$ cat src/rtl/asp_pkg.sv
package asp_pkg;

  typedef struct packed {
    logic rx_rjust;   // receive word ends at the frame edge
    logic rx_narrow;  // receive word is the short width
    logic i2s;        // one bit delay, left slot while frame clock low
  } fmt_t;

  function automatic fmt_t decode_fmt(input logic [1:0] code);
    fmt_t f;
    f.rx_rjust  = ~code[1];
    f.rx_narrow = ~code[1] & code[0];
    f.i2s       = code[1] & code[0];
    return f;
  endfunction

endpackage

$ cat src/rtl/asp_sync.sv
module asp_sync #(
  parameter int WIDTH  = 3,
  parameter int STAGES = 2
) (
  input  logic             clk,
  input  logic             rst_n,
  input  logic [WIDTH-1:0] d,
  output logic [WIDTH-1:0] q
);

  logic [STAGES-1:0][WIDTH-1:0] stg_q;
  logic [STAGES-1:0][WIDTH-1:0] stg_d;

  always_comb begin
    stg_d[0] = d;
    for (int s = 1; s < STAGES; s++) begin
      stg_d[s] = stg_q[s-1];
    end
  end

  always_ff @(posedge clk or negedge rst_n) begin
    if (!rst_n) stg_q <= '0;
    else        stg_q <= stg_d;
  end

  assign q = stg_q[STAGES-1];

endmodule

$ cat src/rtl/asp_edge.sv
module asp_edge (
  input  logic clk,
  input  logic rst_n,
  input  logic lvl,
  output logic rise,
  output logic fall
);

  logic prev_q;

  always_ff @(posedge clk or negedge rst_n) begin
    if (!rst_n) prev_q <= 1'b0;
    else        prev_q <= lvl;
  end

  assign rise = lvl & ~prev_q;
  assign fall = ~lvl & prev_q;

endmodule

$ cat src/rtl/asp_rx.sv
module asp_rx
  import asp_pkg::*;
#(
  parameter int DATA_W   = 24,
  parameter int NARROW_W = 16,
  parameter int MAX_HALF = 32,
  parameter bit SIGN_EXT = 1'b1
) (
  input  logic              clk,
  input  logic              rst_n,
  input  logic              sample_en,
  input  logic              frm,
  input  logic              dat,
  input  fmt_t              fmt,
  output logic [DATA_W-1:0] word_left,
  output logic [DATA_W-1:0] word_right,
  output logic              word_valid
);

  localparam int CNT_W = $clog2(MAX_HALF + 1);
  localparam int PAD_W = DATA_W - NARROW_W;
  localparam logic [CNT_W-1:0] CNT_TOP = CNT_W'(MAX_HALF);
  localparam logic [CNT_W-1:0] WIN_LEN = CNT_W'(DATA_W);

  logic              frm_d1_q, frm_d1_d;
  logic              frm_d2_q, frm_d2_d;
  logic              armed_q, armed_d;
  logic              left_ok_q, left_ok_d;
  logic [CNT_W-1:0]  cnt_q, cnt_d;
  logic [DATA_W-1:0] shreg_q, shreg_d;
  logic [DATA_W-1:0] hold_q, hold_d;
  logic [DATA_W-1:0] left_q, left_d;
  logic [DATA_W-1:0] right_q, right_d;
  logic              valid_q, valid_d;

  logic              eff_now, eff_prev, slot_edge, left_lvl;
  logic [DATA_W-1:0] narrow_word, done_word;

  generate
    if (SIGN_EXT) begin : g_sext
      assign narrow_word = {{PAD_W{shreg_q[NARROW_W-1]}}, shreg_q[NARROW_W-1:0]};
    end else begin : g_zfill
      assign narrow_word = {shreg_q[NARROW_W-1:0], {PAD_W{1'b0}}};
    end
  endgenerate

  assign eff_now   = fmt.i2s ? frm_d1_q : frm;
  assign eff_prev  = fmt.i2s ? frm_d2_q : frm_d1_q;
  assign slot_edge = eff_now ^ eff_prev;
  assign left_lvl  = ~fmt.i2s;
  assign done_word = fmt.rx_narrow ? narrow_word : shreg_q;

  always_comb begin
    frm_d1_d  = frm_d1_q;
    frm_d2_d  = frm_d2_q;
    armed_d   = armed_q;
    left_ok_d = left_ok_q;
    cnt_d     = cnt_q;
    shreg_d   = shreg_q;
    hold_d    = hold_q;
    left_d    = left_q;
    right_d   = right_q;
    valid_d   = 1'b0;
    if (sample_en) begin
      frm_d1_d = frm;
      frm_d2_d = frm_d1_q;
      if (slot_edge) begin
        armed_d = 1'b1;
        cnt_d   = CNT_W'(1);
        shreg_d = fmt.rx_rjust ? {shreg_q[DATA_W-2:0], dat}
                               : {{(DATA_W-1){1'b0}}, dat};
        if (armed_q) begin
          if (eff_prev == left_lvl) begin
            hold_d    = done_word;
            left_ok_d = 1'b1;
          end else if (left_ok_q) begin
            left_d    = hold_q;
            right_d   = done_word;
            valid_d   = 1'b1;
            left_ok_d = 1'b0;
          end
        end
      end else begin
        if (cnt_q != CNT_TOP) cnt_d = cnt_q + CNT_W'(1);
        if (fmt.rx_rjust || (cnt_q < WIN_LEN)) begin
          shreg_d = {shreg_q[DATA_W-2:0], dat};
        end
      end
    end
  end

  always_ff @(posedge clk or negedge rst_n) begin
    if (!rst_n) begin
      frm_d1_q  <= 1'b0;
      frm_d2_q  <= 1'b0;
      armed_q   <= 1'b0;
      left_ok_q <= 1'b0;
      cnt_q     <= '0;
      shreg_q   <= '0;
      hold_q    <= '0;
      left_q    <= '0;
      right_q   <= '0;
      valid_q   <= 1'b0;
    end else begin
      frm_d1_q  <= frm_d1_d;
      frm_d2_q  <= frm_d2_d;
      armed_q   <= armed_d;
      left_ok_q <= left_ok_d;
      cnt_q     <= cnt_d;
      shreg_q   <= shreg_d;
      hold_q    <= hold_d;
      left_q    <= left_d;
      right_q   <= right_d;
      valid_q   <= valid_d;
    end
  end

  assign word_left  = left_q;
  assign word_right = right_q;
  assign word_valid = valid_q;

endmodule

$ cat src/rtl/asp_tx.sv
module asp_tx #(
  parameter int DATA_W = 24
) (
  input  logic              clk,
  input  logic              rst_n,
  input  logic              shift_en,
  input  logic              frm,
  input  logic              i2s,
  input  logic [DATA_W-1:0] word_left,
  input  logic [DATA_W-1:0] word_right,
  output logic              ser
);

  logic              frm_d1_q, frm_d1_d;
  logic              frm_d2_q, frm_d2_d;
  logic [DATA_W-1:0] hold_r_q, hold_r_d;
  logic [DATA_W-1:0] sh_q, sh_d;
  logic              out_q, out_d;

  logic              eff_now, eff_prev, slot_edge, left_slot;
  logic [DATA_W-1:0] load_word;

  assign eff_now   = i2s ? frm_d1_q : frm;
  assign eff_prev  = i2s ? frm_d2_q : frm_d1_q;
  assign slot_edge = eff_now ^ eff_prev;
  assign left_slot = (eff_now == ~i2s);
  assign load_word = left_slot ? word_left : hold_r_q;

  always_comb begin
    frm_d1_d = frm_d1_q;
    frm_d2_d = frm_d2_q;
    hold_r_d = hold_r_q;
    sh_d     = sh_q;
    out_d    = out_q;
    if (shift_en) begin
      frm_d1_d = frm;
      frm_d2_d = frm_d1_q;
      if (slot_edge) begin
        if (left_slot) hold_r_d = word_right;
        out_d = load_word[DATA_W-1];
        sh_d  = {load_word[DATA_W-2:0], 1'b0};
      end else begin
        out_d = sh_q[DATA_W-1];
        sh_d  = {sh_q[DATA_W-2:0], 1'b0};
      end
    end
  end

  always_ff @(posedge clk or negedge rst_n) begin
    if (!rst_n) begin
      frm_d1_q <= 1'b0;
      frm_d2_q <= 1'b0;
      hold_r_q <= '0;
      sh_q     <= '0;
      out_q    <= 1'b0;
    end else begin
      frm_d1_q <= frm_d1_d;
      frm_d2_q <= frm_d2_d;
      hold_r_q <= hold_r_d;
      sh_q     <= sh_d;
      out_q    <= out_d;
    end
  end

  assign ser = out_q;

endmodule

$ cat src/rtl/aud_serial_port.sv
module aud_serial_port
  import asp_pkg::*;
#(
  parameter int DATA_W      = 24,
  parameter int NARROW_W    = 16,
  parameter int MAX_HALF    = 32,
  parameter int SYNC_STAGES = 2,
  parameter bit SIGN_EXT    = 1'b1
) (
  input  logic              clk,
  input  logic              rst_n,
  input  logic [1:0]        fmt_code,
  input  logic              bit_clk,
  input  logic              frm_clk,
  input  logic              ser_in,
  output logic              ser_out,
  input  logic [DATA_W-1:0] tx_left,
  input  logic [DATA_W-1:0] tx_right,
  output logic [DATA_W-1:0] rx_left,
  output logic [DATA_W-1:0] rx_right,
  output logic              rx_valid
);

  localparam int LINES = 3;

  logic [1:0]       rst_pipe_q;
  logic             rst_n_s;
  logic [LINES-1:0] line_raw, line_s;
  logic             bclk_rise, bclk_fall;
  fmt_t             fmt_dec;

  always_ff @(posedge clk or negedge rst_n) begin
    if (!rst_n) rst_pipe_q <= 2'b00;
    else        rst_pipe_q <= {rst_pipe_q[0], 1'b1};
  end
  assign rst_n_s = rst_pipe_q[1];

  assign fmt_dec  = decode_fmt(fmt_code);
  assign line_raw = {bit_clk, frm_clk, ser_in};

  asp_sync #(.WIDTH(LINES), .STAGES(SYNC_STAGES)) u_sync (
    .clk   (clk),
    .rst_n (rst_n_s),
    .d     (line_raw),
    .q     (line_s)
  );

  asp_edge u_edge (
    .clk   (clk),
    .rst_n (rst_n_s),
    .lvl   (line_s[2]),
    .rise  (bclk_rise),
    .fall  (bclk_fall)
  );

  asp_rx #(
    .DATA_W   (DATA_W),
    .NARROW_W (NARROW_W),
    .MAX_HALF (MAX_HALF),
    .SIGN_EXT (SIGN_EXT)
  ) u_rx (
    .clk        (clk),
    .rst_n      (rst_n_s),
    .sample_en  (bclk_rise),
    .frm        (line_s[1]),
    .dat        (line_s[0]),
    .fmt        (fmt_dec),
    .word_left  (rx_left),
    .word_right (rx_right),
    .word_valid (rx_valid)
  );

  asp_tx #(.DATA_W(DATA_W)) u_tx (
    .clk        (clk),
    .rst_n      (rst_n_s),
    .shift_en   (bclk_fall),
    .frm        (line_s[1]),
    .i2s        (fmt_dec.i2s),
    .word_left  (tx_left),
    .word_right (tx_right),
    .ser        (ser_out)
  );

endmodule

$ cat config.mk
export PLATFORM = sky130hd
export DESIGN_NAME = aud_serial_port
export DESIGN_NICKNAME = d
export VERILOG_FILES = /design/src/rtl/asp_pkg.sv /design/src/rtl/asp_sync.sv /design/src/rtl/asp_edge.sv /design/src/rtl/asp_rx.sv /design/src/rtl/asp_tx.sv /design/src/rtl/aud_serial_port.sv
export SDC_FILE = /design/constraint.sdc
export NUM_CORES = 1
export LEC_CHECK = 0
export CAP_MARGIN = 10
export CORE_ASPECT_RATIO = 0.5
export CORE_MARGIN = 8
export CORE_UTILIZATION = 47
export DETAILED_ROUTE_END_ITERATION = 7
export HOLD_SLACK_MARGIN = 0.06
export PLACE_DENSITY = 0.71
export SLEW_MARGIN = 20
export SYNTH_ARGS = -nofsm -noshare
export SYNTH_HDL_FRONTEND = slang
export SYNTH_SLANG_ARGS = --single-unit
$ cat constraint.sdc
create_clock -name clk -period 13.8 [get_ports clk]
set_clock_uncertainty 0.15 [all_clocks]
set_input_delay 1.38 -clock clk [delete_from_list [all_inputs] [get_ports clk]]
set_output_delay 1.38 -clock clk [all_outputs]
set_load 0.005 [all_outputs]
== After elaboration in Yosys (flattened, before gate mapping) ==
Cells that the tools add are included.
Operators by class
  bitwise operators: 11
  multiply operators: 0
  shift operators: 0
  reduce and logical (&&, ||, !) cells: 10
  magnitude comparators: 1
  add/sub/neg operators: 1
  equality and inequality tests: 3
  div/mod/pow operators: 0
  mux-type cells: 19
Operators by type and width (count)
  24-bit two-way mux: 6
  6-bit two-way mux: 2
  1-bit two-way mux: 11
  6-bit by 1-bit adder with 6-bit output, second input constant: 1
  6-bit by 5-bit less-than comparator with 1-bit output, second input constant: 1
  6-bit != test, second input constant: 1
  2-bit AND reduction: 3
  3-bit AND reduction: 2
  1-bit inverter: 5
  5-bit AND reduction: 1
  1-bit bitwise AND: 4
  4-bit AND reduction: 1
  2-bit nonzero test: 2
  1-bit equality test: 2
  1-bit bitwise XOR: 2
  1-bit logical OR: 1
Word-level totals
  bits in writable memories: 0
  output and inout port bits: 50
  register bits: 167
  ROM bits: 0
  input port bits: 55
  bits in latches: 0
  word-level logic and storage cells: 64
  memories: 0

== Logic depth before layout (Yosys ltp) ==
Gate-level depths: netlist of the first run.
  depth in word-level cells: 7
  mapped depth: 8
  mapped depth without buffers: 6

== Cells and area by module ==
A second synthesis of the first run with hierarchy kept.
Unflattened totals
  cells, all modules: 661
  area total of the unflattened synthesis: 8095.3 um^2
By module, submodules not included
  asp_rx: cells each 350, area each 4601.9 um^2, instances 1, sequential area each 2677.6 um^2
  asp_tx: cells each 296, area each 3233.1 um^2, instances 1, sequential area each 1251.2 um^2
  asp_sync: cells each 6, area each 150.1 um^2, instances 1, sequential area each 150.1 um^2
  aud_serial_port: cells each 6, area each 70.1 um^2, instances 1, sequential area each 50.0 um^2
  asp_edge: cells each 3, area each 40.0 um^2, instances 1, sequential area each 25.0 um^2

== Worst setup path before layout of the first run ==
OpenSTA, ideal clock, no wires.
  kind: input to register
  start: in fmt_code[1]
  end: reg u_rx.right_q[14], in the netlist u_rx.word_right[14]
  setup time: 0.125 ns
  path buffers: 3
  setup slack: 10.766 ns
  stages on the path: 7
  arrival: 2.759 ns
  cell sequence: and3_4 > or3_4 > and3_1 > clkbuf_2 > buf_6 > buf_6 > mux2_4
Between the ends
  longest elaborated chain between the ends: 5
  elaborated cells on any way between the ends: 8
  those cells by class: eq/ne: 1; mux: 2; bitwise: 4; reduce/logical: 1
Ends and longest elaborated chain
  from (decl): line aud_serial_port.sv:12  | input logic [1:0] fmt_code,
  1-bit bitwise AND *: line asp_pkg.sv:13  | f.i2s = code[1] & code[0];
  1-bit two-way mux / 1-bit inverter (equally long branches): line asp_rx.sv:48, asp_rx.sv:50
  1-bit equality test: line asp_rx.sv:73  | if (eff_prev == left_lvl) begin
  1-bit inverter (no line)
  5-bit AND reduction (no line) *
  to (signal assigned): line asp_rx.sv:113  | right_q <= right_d;
  to (decl): line asp_rx.sv:33  | logic [DATA_W-1:0] right_q, right_d;
Mark *: on every way between the ends. The rest lies on a longest branch, timed or not.
A chain may end at the register's enable or synchronous reset.

== Final worst setup path of the first run ==
  start: in fmt_code[1]
  end: reg u_tx.hold_r_q[1]
Between the ends
  longest elaborated chain between the ends: 4
  elaborated cells on any way between the ends: 7
  those cells by class: eq/ne: 1; mux: 2; bitwise: 3; reduce/logical: 1
Ends and longest elaborated chain
  1-bit bitwise AND *: line asp_pkg.sv:13
  1-bit two-way mux (tied with other cells): line asp_tx.sv:23  | assign eff_now = i2s ? frm_d1_q : frm;
  1-bit equality test / 1-bit bitwise XOR (equally long branches): line asp_tx.sv:26, asp_tx.sv:25
  3-bit AND reduction (no line) *
  to (signal assigned): line asp_tx.sv:59  | hold_r_q <= hold_r_d;
  to (decl): line asp_tx.sv:16  | logic [DATA_W-1:0] hold_r_q, hold_r_d;
Marks and branches as above.

==> impl_results.md, run 1 <==
* Status: finished, final reports clean
* First-pass GRT wire length at ~24 mm
* Startpoint Class: primary input
* GP Congestion at ~0.74
* ANT nets after route at 0
* Total Neg Setup Slack at 0 ns
* Synthesis warning total at 0
* Number of global-route vias before repair at between 4k and 5k
* Die area at approximately 0.019 sq mm
* Crit path max-delay family: simple AND/OR/NAND/NOR gates
* Slowest cell delay on critical path at roughly 0.73 ns
* Largest net degree at the start of global routing at 87
* CP endpoint kind: flop
* WP buf/inv at 1
* Area of the multi-input gates at roughly 0.0026 sq mm
* Clk pwr share at 0.370
* Netlist cell types at 44
* TritonCTS clock tree: done
* Top cells by count, synth: 166 x dfrtp_1, 88 x mux2_2, 39 x nand2_1
* Synth Register Bits at 166
* Post-synth EDFFs at 0
* CP Data Arrival Time at 4.56 ns
* Top FF cell, synth: dfrtp_1
* Vias per cell at 5.42
* Cell chain of the critical path: clkdlybuf4s50_1 -> and3_1 -> or2_1 -> nand3_2 -> mux2_2
* Yosys top cell area share at 0.600
* Adder-cell share of the synthesized area at 0.00361
* Site Rows at 31
* Global route overflow at 0
* Fraction of layout cells with a size suffix above 1 at 0.226
* Layout area overhead at 27.4%
* Post-synthesis simple-gate area fraction at 0.0605
* CTS Buffer Depth at 2
* DRT Wirelength at between 10 and 15 mm
* H-tree depth at 4
* Crit-path max FO at 27
* Chip Height at ~100 um
* Syn_nets at about 600
* CTS Buf Count at 17
* Max Slew Vio Count at 0
* CTS Root Cell: clkbuf_16
* Skew-Pair Late Insertion Delay at 0.41 ns
* Initial Utilization at 0.480
* Gr usage total at 0.153
* Hold_buf cts at 0
* Min-Delay Path Class: reg2async
* Power Density at roughly 160 mW/mm^2
* Worst-margin pin slew at around 0.94 ns
* Post-layout util at 0.611
* Slew Limit Headroom at 0.371
* N_diodes at 0
* Layout Nets at between 600 and 700
* Max VDD drop at approximately 0.08 mV
* Final critical-path required period at around 4.4 ns
* Main combinational cell family by area after synthesis: multiplexers
* Leak at just over 4 nW
* Post-CTS setup buffers at 0
* Comb pwr share at 0.162
* Die width at approximately 190 um
* Setup CP Type: in2reg
* Synth Instances at 530
* Max-cap viol count at 0
* Area occupied by registers at between 0.004 and 0.005 sq mm
* # fillers at ~1.2k
* Starting DRT DRC Count at roughly 300
* Fin crit share at 0.321
* Synth area leader: dfrtp_1
* IO Pins at 105
* TritonRoute pass-1 iters at 6
* Most numerous cell in the Yosys netlist: dfrtp_1
* Post-Synth XOR/XNOR Area at 0
* Clk slew on worst S/H paths at ~0.06 ns
* Synthesized area at 0.00693 sq mm
* Share of total power in sequential cells at 0.468
* Vias post-DR at between 4k and 5k
* Port bufs at 104
* Synth Area in Compound Gates at 0.144
* Share of flip-flops with an asynchronous set or reset at 1.00
* Post_cts resized at 0
* Syn_area_per_cell at between 10 and 15 sq um
* Switching power total at about 0.34 mW
* Post-synthesis mux area share at 0.164
* Initial antenna violation count at 0
* Final hold vios at 0
* Switching share of total power at 0.245
* Internal power at approximately 1.1 mW
* Max Clk Rate at approximately 230 MHz
* Core footprint at around 0.014 sq mm
* Register area share after synthesis at 0.600
* Final setup viols at 0
* Slowest cell on the critical path: and3_1
* CTS sink cnt at about 170
* RSZ-0062 raised after global routing: no
* DR WL/cell at between 15 and 20 um
* Post-DP HPWL at 9.20 mm
* DRC viols at 0
* Crit path required time at 13.94 ns
* Top post-synthesis cells by area: dfrtp_1 60%, mux2_2 14%, a22o_1 3.4%, o311ai_0 2.8%, a2bb2oi_1 2.7%
[worst reg2reg max path, cell delays in order (launching register included)]
cell and delay, ns:
dfrtp_1 0.88, clkinv_1 0.83, nand3_2 0.74, mux2_2 0.41
[per-stage QoR]
step	total power [mW]	std cells	setup slack, ns	area [sq um]	hold slack, ns
finish	1.40	834	9.37	8820	0.0726
global route	1.48	834	9.23	8820	0.100
CTS	1.42	833	9.41	8790	0.199
detailed placement	0.895	802	8.98	8130	0.185
global placement	0.884	802	9.08	8130	0.184
floorplan	0.789	530	8.68	6930	0.181
[routing by layer]
layer	part of all wire	vias to the layer above	GRT usage
li1	-	2125	-
met1	0.46	2279	0.194
met2	0.48	110	0.253
met3	0.050	7	0.0467
met4	0.0061	0	0.0433
met5	0	-	0
[path summary, 6_finish.rpt]
path                                                start                             end  slack, ns  cells past startpoint
worst min register to register    rst_pipe_q[1]$_DFF_PN0_   u_rx.word_left[0]$_DFFE_PN0P_       0.07                      0
worst min-delay path              rst_pipe_q[1]$_DFF_PN0_   u_rx.word_left[0]$_DFFE_PN0P_       0.07                      0
min in group clk                u_sync.stg_d[4]$_DFF_PN0_           u_sync.q[1]$_DFF_PN0_       0.20                      0
worst max-delay path                          fmt_code[1]    u_tx.hold_r_q[1]$_DFFE_PN0P_       9.37                      5
worst max register to register  u_tx.frm_d1_q$_DFFE_PN0P_    u_tx.hold_r_q[1]$_DFFE_PN0P_      10.67                      3
max in group asynchronous         rst_pipe_q[1]$_DFF_PN0_  u_rx.word_left[11]$_DFFE_PN0P_      12.08                      2
[power groups by stage]
stage	Sequential (mW)	Clock (mW)	Combinational, mW
after floorplan	0.648	0	0.141
after global placement	0.665	0	0.219
after detailed placement	0.669	0	0.226
after CTS	0.661	0.532	0.227
after global routing	0.673	0.554	0.250
final	0.657	0.520	0.227
[cells in the final DEF, fill, tap and decap left out, types with 2 or more instances in the layout]
master and count:
dfrtp_1 165, clkdlybuf4s50_1 104, mux2_2 88, nand2_1 39, a22o_1 27, o21ai_0 26, nor2_1 24, o311ai_0 22
a2bb2oi_1 21, clkbuf_16 17, a21o_1 12, mux2_4 9, nand2b_1 8, buf_4 7, a21oi_1 6, o31ai_1 5
bufinv_16 5, nor2b_1 4, inv_1 3, clkinv_4 3, nor3_1 2, and3_1 2, or3_1 2, o22ai_1 2
ha_1 2, clkbuf_8 2
[flip-flops by register name, indices dropped and copies added, names as in the netlist, 2 cells and up]
signal	flops
u_sync.q	3
u_rx.hold_q	24
u_rx.shreg_q	24
u_rx.cnt_q	6
u_tx.hold_r_q	24
u_rx.word_right	24
rst_pipe_q	2
u_sync.stg_d	3
u_tx.sh_q	23
u_rx.word_left	24
[cells by family (layout without fill, tap and decap cells)]
logic type | count (synthesis) | count (layout)
AO/OA/AOI/OAI | 131 | 131
adder cells (fa/ha/maj) | 2 | 2
buffers and inverters | 42 | 148
flip-flops | 166 | 166
multiplexers | 98 | 98
other | 1 | 1
AND/OR/NAND/NOR | 90 | 90
[final cells by class]
| class | instances | area share |
|---|---|---|
| multi-input combinational | 322 | 0.296 |
| clock buffer | 20 | 0.0518 |
| sequential | 166 | 0.471 |
| tap | 198 | 0.0281 |
| inverter | 4 | 0.00170 |
| clock inverter | 11 | 0.0224 |
| timing repair buffer | 113 | 0.128 |
Note: power is estimated with default switching activity, not from simulation.
==> run 2, diff against run 1 <==
==> constraint.sdc (replaced) <==
create_clock -name clk -period 4.4 [get_ports clk]
set_clock_uncertainty 0.15 [all_clocks]
set_input_delay 0.44 -clock clk [delete_from_list [all_inputs] [get_ports clk]]
set_output_delay 0.44 -clock clk [all_outputs]
set_load 0.005 [all_outputs]
==> run 2 against run 1 <==
Against the previous run: sequential share of layout area rose by 0.26 points; setup slack got worse by 8.2 ns; register-to-register slack got worse by 9.3 ns; global-route usage rose by 0.41 points; clock power rose to 2.8 times the previous value; design area fell by 0.55%; utilization fell by 0.34 points; wire length rose by 2.3%; critical path depth rose by 1; count of clock-buffer cells in the layout fell by 3; critical endpoint is now u_tx.hold_r_q[17]$_DFFE_PN0P_.
==> impl_results.md, run 2 (synthesis results as in run 1) <==
* CTS sink cnt at 166 (unchanged)
* Crit path required time at 4.55 ns (-9.39 ns)
* DRC viols at 0 (unchanged)
* Worst-margin pin slew at 0.861 ns (-0.0803 ns)
* ANT nets after route at 0 (unchanged)
* Port bufs at 104 (unchanged)
* Post_cts resized at 0 (unchanged)
* GP Congestion at 0.788 (+6.5%)
* Vias post-DR at 4586 (+1.4%)
* Slew Limit Headroom at 0.426 (+0.0548)
* Fin crit share at 0.732
* Layout Nets at 687 (+0.88%)
* Layout area overhead at 26.6%
* CP endpoint kind: flop
* Global route overflow at 0 (unchanged)
* Dpl cells at 808 (+0.75%)
* CTS Buf Count at 17 (unchanged)
* H-tree depth at 4 (unchanged)
* N_diodes at 0 (unchanged)
* Clk slew on worst S/H paths at 0.07 ns (about the same)
* Starting DRT DRC Count at 345 (+17%)
* Final hold vios at 0 (unchanged)
* Skew-Pair Late Insertion Delay at 0.41 ns (about the same)
* Commonest non-fill, non-tap cell in the layout: dfrtp_1
* Post-layout util at 0.608 (-0.00338)
* Initial antenna violation count at 0 (unchanged)
* Most frequent cells in the layout: 165 x dfrtp_1, 104 x clkdlybuf4s50_1, 88 x mux2_2
* Slowest cell on the critical path: nand3_2
* Post-DP HPWL at 9.61 mm (+4.5%)
* Cell chain of the critical path: clkdlybuf4s50_1 -> a21boi_2 -> buf_4 -> or2_1 -> nand3_2 -> mux2_2
* Chip Height at 102 um (unchanged)
* Core footprint at 0.0144 sq mm (unchanged)
* Status: finished, final reports clean
* IO Pins at 105 (unchanged)
* TritonCTS clock tree: done
* Post-CTS setup buffers at 0 (unchanged)
* Crit path max-delay family: simple AND/OR/NAND/NOR gates
* WP buf/inv at 2 (+1)
* Max VDD drop at 0.313 mV (+290%)
* Initial Utilization at 0.480 (unchanged)
* Leak at 4.01 nW (-0.32%)
* Die width at 188 um (unchanged)
* Setup CP Type: in2reg
* Startpoint Class: primary input
* Gr usage total at 0.157 (+0.00413)
* Largest net degree at the start of global routing at 69 (-21%)
* Number of global-route vias before repair at 4901 (+5.0%)
* Setup slack after layout at 1.18 ns (-8.20 ns)
* Non-filler cells in the finished layout at 841 (+0.84%)
* Fraction of layout cells with a size suffix above 1 at 0.235 (+0.00842)
* CTS Root Cell: clkbuf_16
* CTS Buffer Depth at 2 (unchanged)
* Power Density at 480 mW/mm^2 (+200%)
* Max-cap viol count at 0 (unchanged)
* Max Slew Vio Count at 0 (unchanged)
* Min-Delay Path Class: reg2reg
* Total Neg Setup Slack at 0 ns (unchanged)
* RSZ-0062 raised after global routing: no
* Vias per cell at 5.45 (+0.59%)
* DR WL/cell at 17.3 um (+1.5%)
* Max Clk Rate at 310 MHz
* Die area at 0.0191 sq mm (unchanged)
* Dpl ws at 0.781 ns (-8.20 ns)
* First-pass GRT wire length at 24.7 mm (+3.1%)
* DRT Wirelength at 14.5 mm (+2.3%)
* Final setup viols at 0 (unchanged)
* Site Rows at 31 (unchanged)
* Crit-path max FO at 28 (+3.7%)
* CP Data Arrival Time at 3.37 ns (-1.19 ns)
* Slowest cell delay on critical path at 0.70 ns (-0.03 ns)
* Final critical-path required period at approximately 3.2 ns
* TritonRoute pass-1 iters at 4 (-2)
-- run 2: report_power, final --
part | switching, mW | leakage [nW] | internal [mW]
registers | 0.234 | 2.16 | 1.84
clock network | 0.675 | 0.283 | 0.758
logic | 0.259 | 1.57 | 0.451
total | 1.17 | 4.01 | 3.05
-- run 2: worst paths after layout --
path | startpoint | endpoint | cells after the start | slack (ns)
worst max-delay path | fmt_code[1] | u_tx.hold_r_q[17]$_DFFE_PN0P_ | 6 | 1.18
worst min-delay path | u_sync.stg_d[5]$_DFF_PN0_ | u_sync.q[2]$_DFF_PN0_ | 0 | 0.20
worst max register to register | u_sync.q[1]$_DFF_PN0_ | u_tx.hold_r_q[17]$_DFFE_PN0P_ | 5 | 1.36
worst min register to register | u_sync.stg_d[5]$_DFF_PN0_ | u_sync.q[2]$_DFF_PN0_ | 0 | 0.20
max in group asynchronous | rst_pipe_q[1]$_DFF_PN0_ | u_rx.hold_q[6]$_DFFE_PN0P_ | 1 | 2.73
min in group asynchronous | rst_pipe_q[1]$_DFF_PN0_ | u_tx.hold_r_q[19]$_DFFE_PN0P_ | 0 | 0.30
-- run 2: per-layer routing --
layer	global-route usage	vias up	share of wire
met1	0.204	2318	0.47
met2	0.253	108	0.47
met3	0.0402	20	0.045
met5	0	-	0
met4	0.0602	0	0.017
li1	-	2140	-
-- run 2: what timing repair did --
item | CTS | global route
hold endpoints to repair | 2 | 0
setup endpoints to repair | 0 | 0
hold buffers | 1 | 0
-- run 2: cell type report --
type,count,area (sq um)
clock buffer,17,425
clock inverter,15,156
fill,1211,5660
inverter,4,15.0
multi-input combinational,322,2610
sequential,166,4160
tap,198,248
timing repair buffer,119,1160
-- run 2: through the flow --
step / cell area, sq um / hold WS, ns / power [mW]
floorplan: 6930 / -0.00559 / 2.47
global placement: 8180 / 0.185 / 2.78
detailed placement: 8180 / 0.186 / 2.82
CTS: 8770 / 0.201 / 4.26
global route: 8770 / 0.204 / 4.44
finish: 8770 / 0.198 / 4.21
-- run 2: worst reg2reg max path, delay by kind of cell (launching register included) --
family | cells | cell delay, ns
and+or+nand+nor | 2 | 1.34
muxes | 1 | 0.50
DFF | 1 | 0.41
buffers and inverters | 1 | 0.29
AOI/OAI and AO/OA | 1 | 0.23
